<file path="config.mk">
export PLATFORM = sky130hd
export DESIGN_NAME = ext_bus_strobe_gen
export DESIGN_NICKNAME = d
export VERILOG_FILES = /design/src/rtl/ext_bus_strobe_gen.sv
export SDC_FILE = /design/constraint.sdc
export NUM_CORES = 1
export LEC_CHECK = 0
export ABC_AREA = 1
export BUFFER_PORTS_ARGS = -buffer_cell sky130_fd_sc_hd__buf_2
export CORE_AREA = 2 2 39 41
export DETAILED_ROUTE_END_ITERATION = 6
export DIE_AREA = 0 0 41 43
export PLACE_DENSITY = 0.48
export SETUP_SLACK_MARGIN = 0.2
export SLEW_MARGIN = 10
export SYNTH_ARGS = -nofsm -noshare
export SYNTH_HDL_FRONTEND = slang
export SYNTH_SLANG_ARGS = --single-unit
</file>
<file path="constraint.sdc">
create_clock -name clk -period 0.9 [get_ports clk]
set_clock_uncertainty 0.05 [all_clocks]
set_input_delay 0.18 -clock clk [delete_from_list [all_inputs] [get_ports clk]]
set_output_delay 0.18 -clock clk [all_outputs]
set_load 0.01 [all_outputs]
</file>
<file path="src/rtl/ext_bus_strobe_gen.sv">
module ext_bus_strobe_gen #(
  parameter int PH_W = 4,
  parameter int PH_N = 12
) (
  input  logic            clk,
  input  logic            rst_n,
  input  logic [PH_W-1:0] cyc_phase,
  input  logic            code_fetch_ext,
  input  logic            xdata_acc,
  input  logic            xdata_wide,
  input  logic            movc_acc,
  input  logic            ale_off,
  input  logic            ext_exec,
  output logic            ale,
  output logic            psen_n,
  output logic            xmem_stb,
  output logic            p2_hi_addr
);
  localparam int HALF   = PH_N / 2;
  localparam int PS_OFF = HALF / 2;
  localparam int STB_LO = 2;
  localparam int STB_HI = PH_N - 3;

  function automatic logic in_win(input logic [PH_W-1:0] ph, input int start);
    return (int'(ph) >= start) && (int'(ph) < start + 2);
  endfunction

  logic ale_pulse, ale_gate, ale_d, psen_d, stb_d, p2_d;

  assign ale_pulse = (in_win(cyc_phase, 0) && !xdata_acc) || in_win(cyc_phase, HALF);
  assign ale_gate  = !ale_off || ext_exec || xdata_acc || movc_acc;
  assign ale_d     = ale_gate ? ale_pulse : 1'b1;
  assign psen_d    = !(code_fetch_ext && !xdata_acc &&
                       (in_win(cyc_phase, PS_OFF) || in_win(cyc_phase, HALF + PS_OFF)));
  assign stb_d     = xdata_acc && (int'(cyc_phase) >= STB_LO) && (int'(cyc_phase) <= STB_HI);
  assign p2_d      = xdata_acc ? xdata_wide : code_fetch_ext;

  always_ff @(posedge clk or negedge rst_n) begin
    if (!rst_n) begin
      ale        <= 1'b0;
      psen_n     <= 1'b1;
      xmem_stb   <= 1'b0;
      p2_hi_addr <= 1'b0;
    end else begin
      ale        <= ale_d;
      psen_n     <= psen_d;
      xmem_stb   <= stb_d;
      p2_hi_addr <= p2_d;
    end
  end
endmodule

</file>
# Word level (Yosys, flattened, before mapping)

Index checks and enable logic that the tools add are counted.

Order comparisons: 9
Muxes and demuxes: 2
Reductions and logical operators: 16

Operator list:

| cell                                                                         | number |
|---|---|
| 4-bit by 2-bit >= comparator with 1-bit output, second input constant        | 2 |
| 1-bit logical AND                                                            | 8 |
| 4-bit less-than comparator, second input constant                            | 2 |
| 1-bit logical OR                                                             | 5 |
| 4-bit by 3-bit >= comparator with 1-bit output, second input constant        | 1 |
| 4-bit >= comparator, second input constant                                   | 1 |
| 4-bit less-or-equal comparator, second input constant                        | 1 |
| 4-bit by 2-bit less-than comparator with 1-bit output, second input constant | 1 |
| 4-bit by 3-bit less-than comparator with 1-bit output, second input constant | 1 |
| 1-bit logical NOT                                                            | 3 |
| 1-bit two-way mux                                                            | 2 |

Register bits after elaboration: 4
Input bits: 12
Output and inout bits: 4
Logic and storage cells: 31

# Longest topological paths before layout

Gate-level depths: netlist of run 1.

Word-level depth: 5
Gate-level depth with buffers: 5
Depth with buffers taken out: 5

# Worst setup path before layout of run 1

No wires, ideal clock.

Path kind: register -> output
Start point: register psen_n
End point: output psen_n
Data arrival time: 0.520 ns
Required time: 0.670 ns
Slack: 0.150 ns
Cell stages (with the launch flop): 1
Buffers on the path: 0
Path through: dfstp_2

RTL lines:

| what                     | line | source |
|---|---|---|
| start: declaration       | 15   | `output logic psen_n,` |
| start signal: assignment | 46   | `psen_n <= psen_d;` |

No word-level cell between the ends.

# Final worst setup path of run 1

Start point: register psen_n
End point: output psen_n

No word-level cell between the ends.

==> flow_summary_export.csv, run 1 <==
group,metric,value,unit
placed_design,dp_hpwl,450,um
worst_setup_path,path_class,"register to primary output",
global_route,use_met1,0.0671,
worst_hold_path,worstHoldStart,"xdata_wide",
power_and_ir_drop,leakagePower,0.216,nW
sta,slew_violations,0,
logic_synthesis,synth_area_leaders,"dfrtp_1, nand2_1, dfstp_2",
global_route,grt_overflow,0,
floorplan,row_count,14,
logic_synthesis,netlist.area_leader.share,0.335,
global_route,met3_usage,0.0157,
detailed_routing,viasPerCell,3.78,
floorplan,chipWidth,41,um
outcome,violations,"negative setup slack",
logic_synthesis,synth_area_leader_cell,"dfrtp_1",
floorplan,dieArea,0.00176,mm2
power_and_ir_drop,ir_worst_vdd,0.263,mV
sta,maxSlewHeadroom,0.840,
logic_synthesis,yosys_warnings,0,
cts,cts_buffer_depth,2,
sta,rsz0062_at_grt,"yes",
global_route,grt_pass1_wl,779,um
sta,fin_crit_sh,1.19,
detailed_routing,wl_per_cell,7.88,um
cts,clkTransAtPathRegs,40,ps
worst_setup_path,cp_max_fo,1,
worst_setup_path,critPathLaunch,"psen_n$_DFF_PN1_",
floorplan,die_h,43,um
layout,nets,66,
sta,fmax,0.936,GHz
cts,root_buffer,"clkbuf_4",
global_route,grt_usage,0.0711,
cts,h-tree-depth,1,
worst_setup_path,cpPeakStageDelay,520,ps
outcome,outcome,"complete, but fails checks",
power_and_ir_drop,power_density,1480,mW/mm2
layout,most-common-layout-cells,"buf_2, nand2_1, inv_1",
detailed_routing,ant_nets,0,
floorplan,core_area,0.00138,mm2
worst_setup_path,cp-end-kind,"primary output",
detailed_routing,dr.pass1.iters,3,
layout,syn_to_final_growth,61.5,%
detailed_routing,wirelength,544,um
global_route,grtUsageMet2,0.100,
run,maxCapViolations,0,
global_route,antenna_found_initial,0,
logic_synthesis,synth_cells,33,
worst_setup_path,path_buf_inv,1,
worst_hold_path,worstHoldPathType,"input port to register",
logic_synthesis,syn-cell-area,224,um2
placed_design,io_buffers,15,
sta,layout_setup_ws,-169,ps
worst_hold_path,min_to,"p2_hi_addr$_DFF_PN0_",
logic_synthesis,synth_seq_area_share,0.453,
layout,final_common_cell,"buf_2",
layout,layout-drive-gt1-share,0.396,
worst_setup_path,arrival,840,ps
cts,cts_made_buffers,3,
cts,cts_tree,"yes",
detailed_routing,dr.first_iter.drc_count,6,
worst_setup_path,cp_data_required_time,670,ps
cts,cts.sinks,4,
worst_setup_path,crit_chain,"buf_6",
sta,period_minus_slack,1070,ps
global_route,grt_pass1_vias,231,
logic_synthesis,syn_avg_cell_area,6.79,um2
placed_design,dp_slack,59.9,ps
logic_synthesis,yosys.cell_types.count,11,
sta,hold_violations,0,
layout,antenna_cells,0,
sta,fin_hold_ws,101,ps
worst_setup_path,cpLargestDelayFamily,"flip-flops",
sta,worst_slew_pin_slew,239,ps
global_route,grt-busiest-layer,"met2",
sta,setup_violations,4,
floorplan,start_util,0.162,
placed_design,gp_congestion,0.696,
detailed_routing,drc,0,
logic_synthesis,synth_nets,45,
logic_synthesis,synth-seq-cells,4,
worst_hold_path,min_path_cells,3,
worst_setup_path,cp-start-kind,"register",
global_route,grt_start_max_net_pins,7,
detailed_routing,vias,261,
floorplan,io_pins,16,
worst_setup_path,slowest_stage,"dfstp_2",
stage by stage:
stage               TNS (ps)   util  std cells  area [um2]  total power [mW]
finish                  -302  0.261         69         362             0.534
global route            -413  0.261         69         362             0.565
CTS                     -356  0.261         69         362             0.550
detailed placement         0  0.231         64         319             0.287
global placement           0  0.231         64         319             0.286
floorplan                  0      -         33         224             0.237
sequential cells by signal (all words and copies together) (netlist names):
| name | cells |
|---|---|
| ale | 1 |
| psen_n | 1 |
| p2_hi_addr | 1 |
| xmem_stb | 1 |
timing repair:
action,CTS,global route
hold endpoints to repair,4,0
setup endpoints to repair,4,4
setup buffers,0,0
hold buffers,1,0
resized for setup,1,0
logic make-up after synthesis:
family | synth area share
AND/OR/NAND/NOR | 0.391
buffers and inverters | 0.134
flip-flops | 0.453
AO/OA/AOI/OAI | 0.0223
synth_stat cells:
cell type / instances
nor2_2: 1
nand3_1: 4
nand4_1: 1
a21oi_1: 1
inv_1: 7
nand2_1: 9
inv_2: 1
nor2_1: 3
dfrtp_1: 3
dfstp_2: 1
nor3_1: 2
layer usage:
metal | share of wire | vias to the layer above
li1 | - | 140
met1 | 0.42 | 108
met2 | 0.45 | 13
met3 | 0.13 | 0
met4 | 0 | 0
met5 | 0 | -
how the worst max path moves through the flow:
stage / cells past startpoint / slack (ps) / to
floorplan: 0 / 150 / psen_n
global placement: 1 / 70 / psen_n
detailed placement: 1 / 60 / psen_n
CTS: 1 / -180 / psen_n
global route: 1 / -190 / psen_n
finish: 1 / -170 / psen_n
where the power goes:
part           switching [mW]  leakage (nW)  internal, mW  total, mW
sequential            0.00258        0.0483         0.193      0.196
clock                  0.0778        0.0150         0.167      0.244
combinational          0.0499         0.152        0.0437     0.0936
total                   0.130         0.216         0.403      0.534
cell type report:
cell class | count | area (um2)
Inverter | 8 | 30.0
Fill cell | 166 | 1020
Timing Repair Buffer | 16 | 91.3
Clock buffer | 4 | 26.3
Tap cell | 16 | 20.0
Multi-Input combinational cell | 21 | 92.6
Sequential cell | 4 | 101
(Power assumes the default switching activity.)
==> run 2: changes to the inputs <==
CELL_PAD_IN_SITES_DETAIL_PLACEMENT = 0   (was default)
CELL_PAD_IN_SITES_GLOBAL_PLACEMENT = 1   (was default)
GPL_TIMING_DRIVEN = 0   (was default)
PLACE_DENSITY = 0.63   (was 0.48)
==> run 2 against run 1 <==
Effect of this change:
- highest routed layer unchanged
- critical path type unchanged
- flip-flop and latch count is the same
- critical path depth unchanged
- sequential share of layout area is 0.48 points lower
- the run still ends with negative setup slack left
- count of clock-buffer cells in the layout stayed put
- global-route usage is 0.60 points higher
- non-clock buffer count is the same
- clock power fell by 4%
==> flow_summary_export.csv, run 2 (synthesized netlist as in run 1, its figures left out) <==
group,metric,value,unit
power_and_ir_drop,power_density,1440,mW/mm2
worst_setup_path,cp-end-kind,"primary output",
outcome,violations,"negative setup slack",
worst_setup_path,cp_max_fo,1,
layout,final_common_cell,"buf_2",
worst_setup_path,path_buf_inv,1,
placed_design,dp_hpwl,455,um
cts,clkTransAtPathRegs,30,ps
placed_design,dp_slack,65.8,ps
power_and_ir_drop,leakagePower,0.218,nW
detailed_routing,ant_nets,0,
detailed_routing,wirelength,507,um
worst_hold_path,worstHoldStart,"xdata_wide",
worst_setup_path,arrival,830,ps
sta,fin_crit_sh,1.18,
run,maxCapViolations,0,
floorplan,row_count,14,
sta,rsz0062_at_grt,"yes",
global_route,grt_start_max_net_pins,7,
sta,fmax,0.942,GHz
worst_setup_path,path_class,"register to primary output",
worst_setup_path,cpPeakStageDelay,510,ps
detailed_routing,viasPerCell,3.67,
placed_design,gp_congestion,0.735,
detailed_routing,dr.first_iter.drc_count,2,
outcome,outcome,"complete, but fails checks",
global_route,grt_usage,0.0772,
detailed_routing,vias,253,
cts,cts_made_buffers,3,
sta,worst_slew_pin_slew,239,ps
layout,most-common-layout-cells,"buf_2, nand2_1, inv_1",
placed_design,place_inst,64,
layout,fin_util,0.266,
sta,layout_setup_ws,-161,ps
cts,cts.sinks,4,
floorplan,dieArea,0.00176,mm2
layout,antenna_cells,0,
floorplan,core_area,0.00138,mm2
sta,tns,-271,ps
layout,fillCellCount,162,
detailed_routing,dr.pass1.iters,4,
global_route,grt_pass1_vias,268,
worst_hold_path,worstHoldPathType,"input port to register",
floorplan,io_pins,16,
layout,instances_no_fill,69,
global_route,grt_pass1_wl,897,um
floorplan,chipWidth,41,um
floorplan,start_util,0.162,
sta,fin_hold_ws,107,ps
sta,hold_violations,0,
cts,h-tree-depth,1,
cts,root_buffer,"clkbuf_4",
placed_design,dpl_cell_area,319,um2
cts,cts_tree,"yes",
global_route,antenna_found_initial,0,
detailed_routing,drc,0,
floorplan,die_h,43,um
power_and_ir_drop,power,0.529,mW
worst_setup_path,critPathLaunch,"psen_n$_DFF_PN1_",
worst_setup_path,cp-start-kind,"register",
worst_setup_path,crit_chain,"buf_6",
sta,setup_violations,4,
layout,final_area,368,um2
layout,syn_to_final_growth,64.2,%
worst_setup_path,cp_data_required_time,670,ps
worst_setup_path,slowest_stage,"dfstp_2",
cts,cts_buffer_depth,2,
detailed_routing,wl_per_cell,7.35,um
power_and_ir_drop,ir_worst_vdd,0.256,mV
layout,layout-drive-gt1-share,0.396,
sta,slew_violations,0,
placed_design,io_buffers,15,
worst_setup_path,cpLargestDelayFamily,"flip-flops",
cts,post-cts-setup-buffers,0,
global_route,grt_overflow,0,
layout,nets,66,
sta,period_minus_slack,1060,ps
sta,maxSlewHeadroom,0.839,
run 2: final timing paths:
| kind | cells past startpoint | to | slack, ps |
|---|---|---|---|
| max in group asynchronous | 2 | psen_n$_DFF_PN1_ | 370 |
| min in group asynchronous | 2 | xmem_stb$_DFF_PN0_ | 230 |
| setup / recovery | 1 | psen_n | -160 |
| hold / removal | 3 | p2_hi_addr$_DFF_PN0_ | 110 |
run 2: layer usage:
layer / share of wire / track usage / up-vias
li1: - / - / 139
met1: 0.42 / 0.0799 / 103
met2: 0.47 / 0.116 / 11
met3: 0.11 / 0.0157 / 0
met4: 0 / 0.0800 / 0
met5: 0 / 0 / -
run 2: tightest hold or removal path, stage by stage:
cell     delay [ps]
buf_2            80
nand2_1          40
nand2_1          50
run 2: timing repair:
action,in CTS,in global routing
setup endpoints to repair,4,4
hold buffers,1,0
hold endpoints to repair,4,0
gates resized for setup,1,1
run 2: layout make-up:
cell class	instances	area [um2]	share of cell area
flip-flops and latches	4	101	0.276
repair buffers	16	97.6	0.265
multi-input cells	21	92.6	0.252
inverters	8	30.0	0.0816
clock buffers	4	26.3	0.0714
well taps	16	20.0	0.0544
run 2: where the power goes:
group | total [mW] | switching, mW | internal, mW | leakage, nW
Combinational | 0.0977 | 0.0501 | 0.0476 | 0.154
Sequential | 0.196 | 0.00311 | 0.193 | 0.0483
Clock | 0.235 | 0.0692 | 0.166 | 0.0150
Total | 0.529 | 0.122 | 0.407 | 0.218
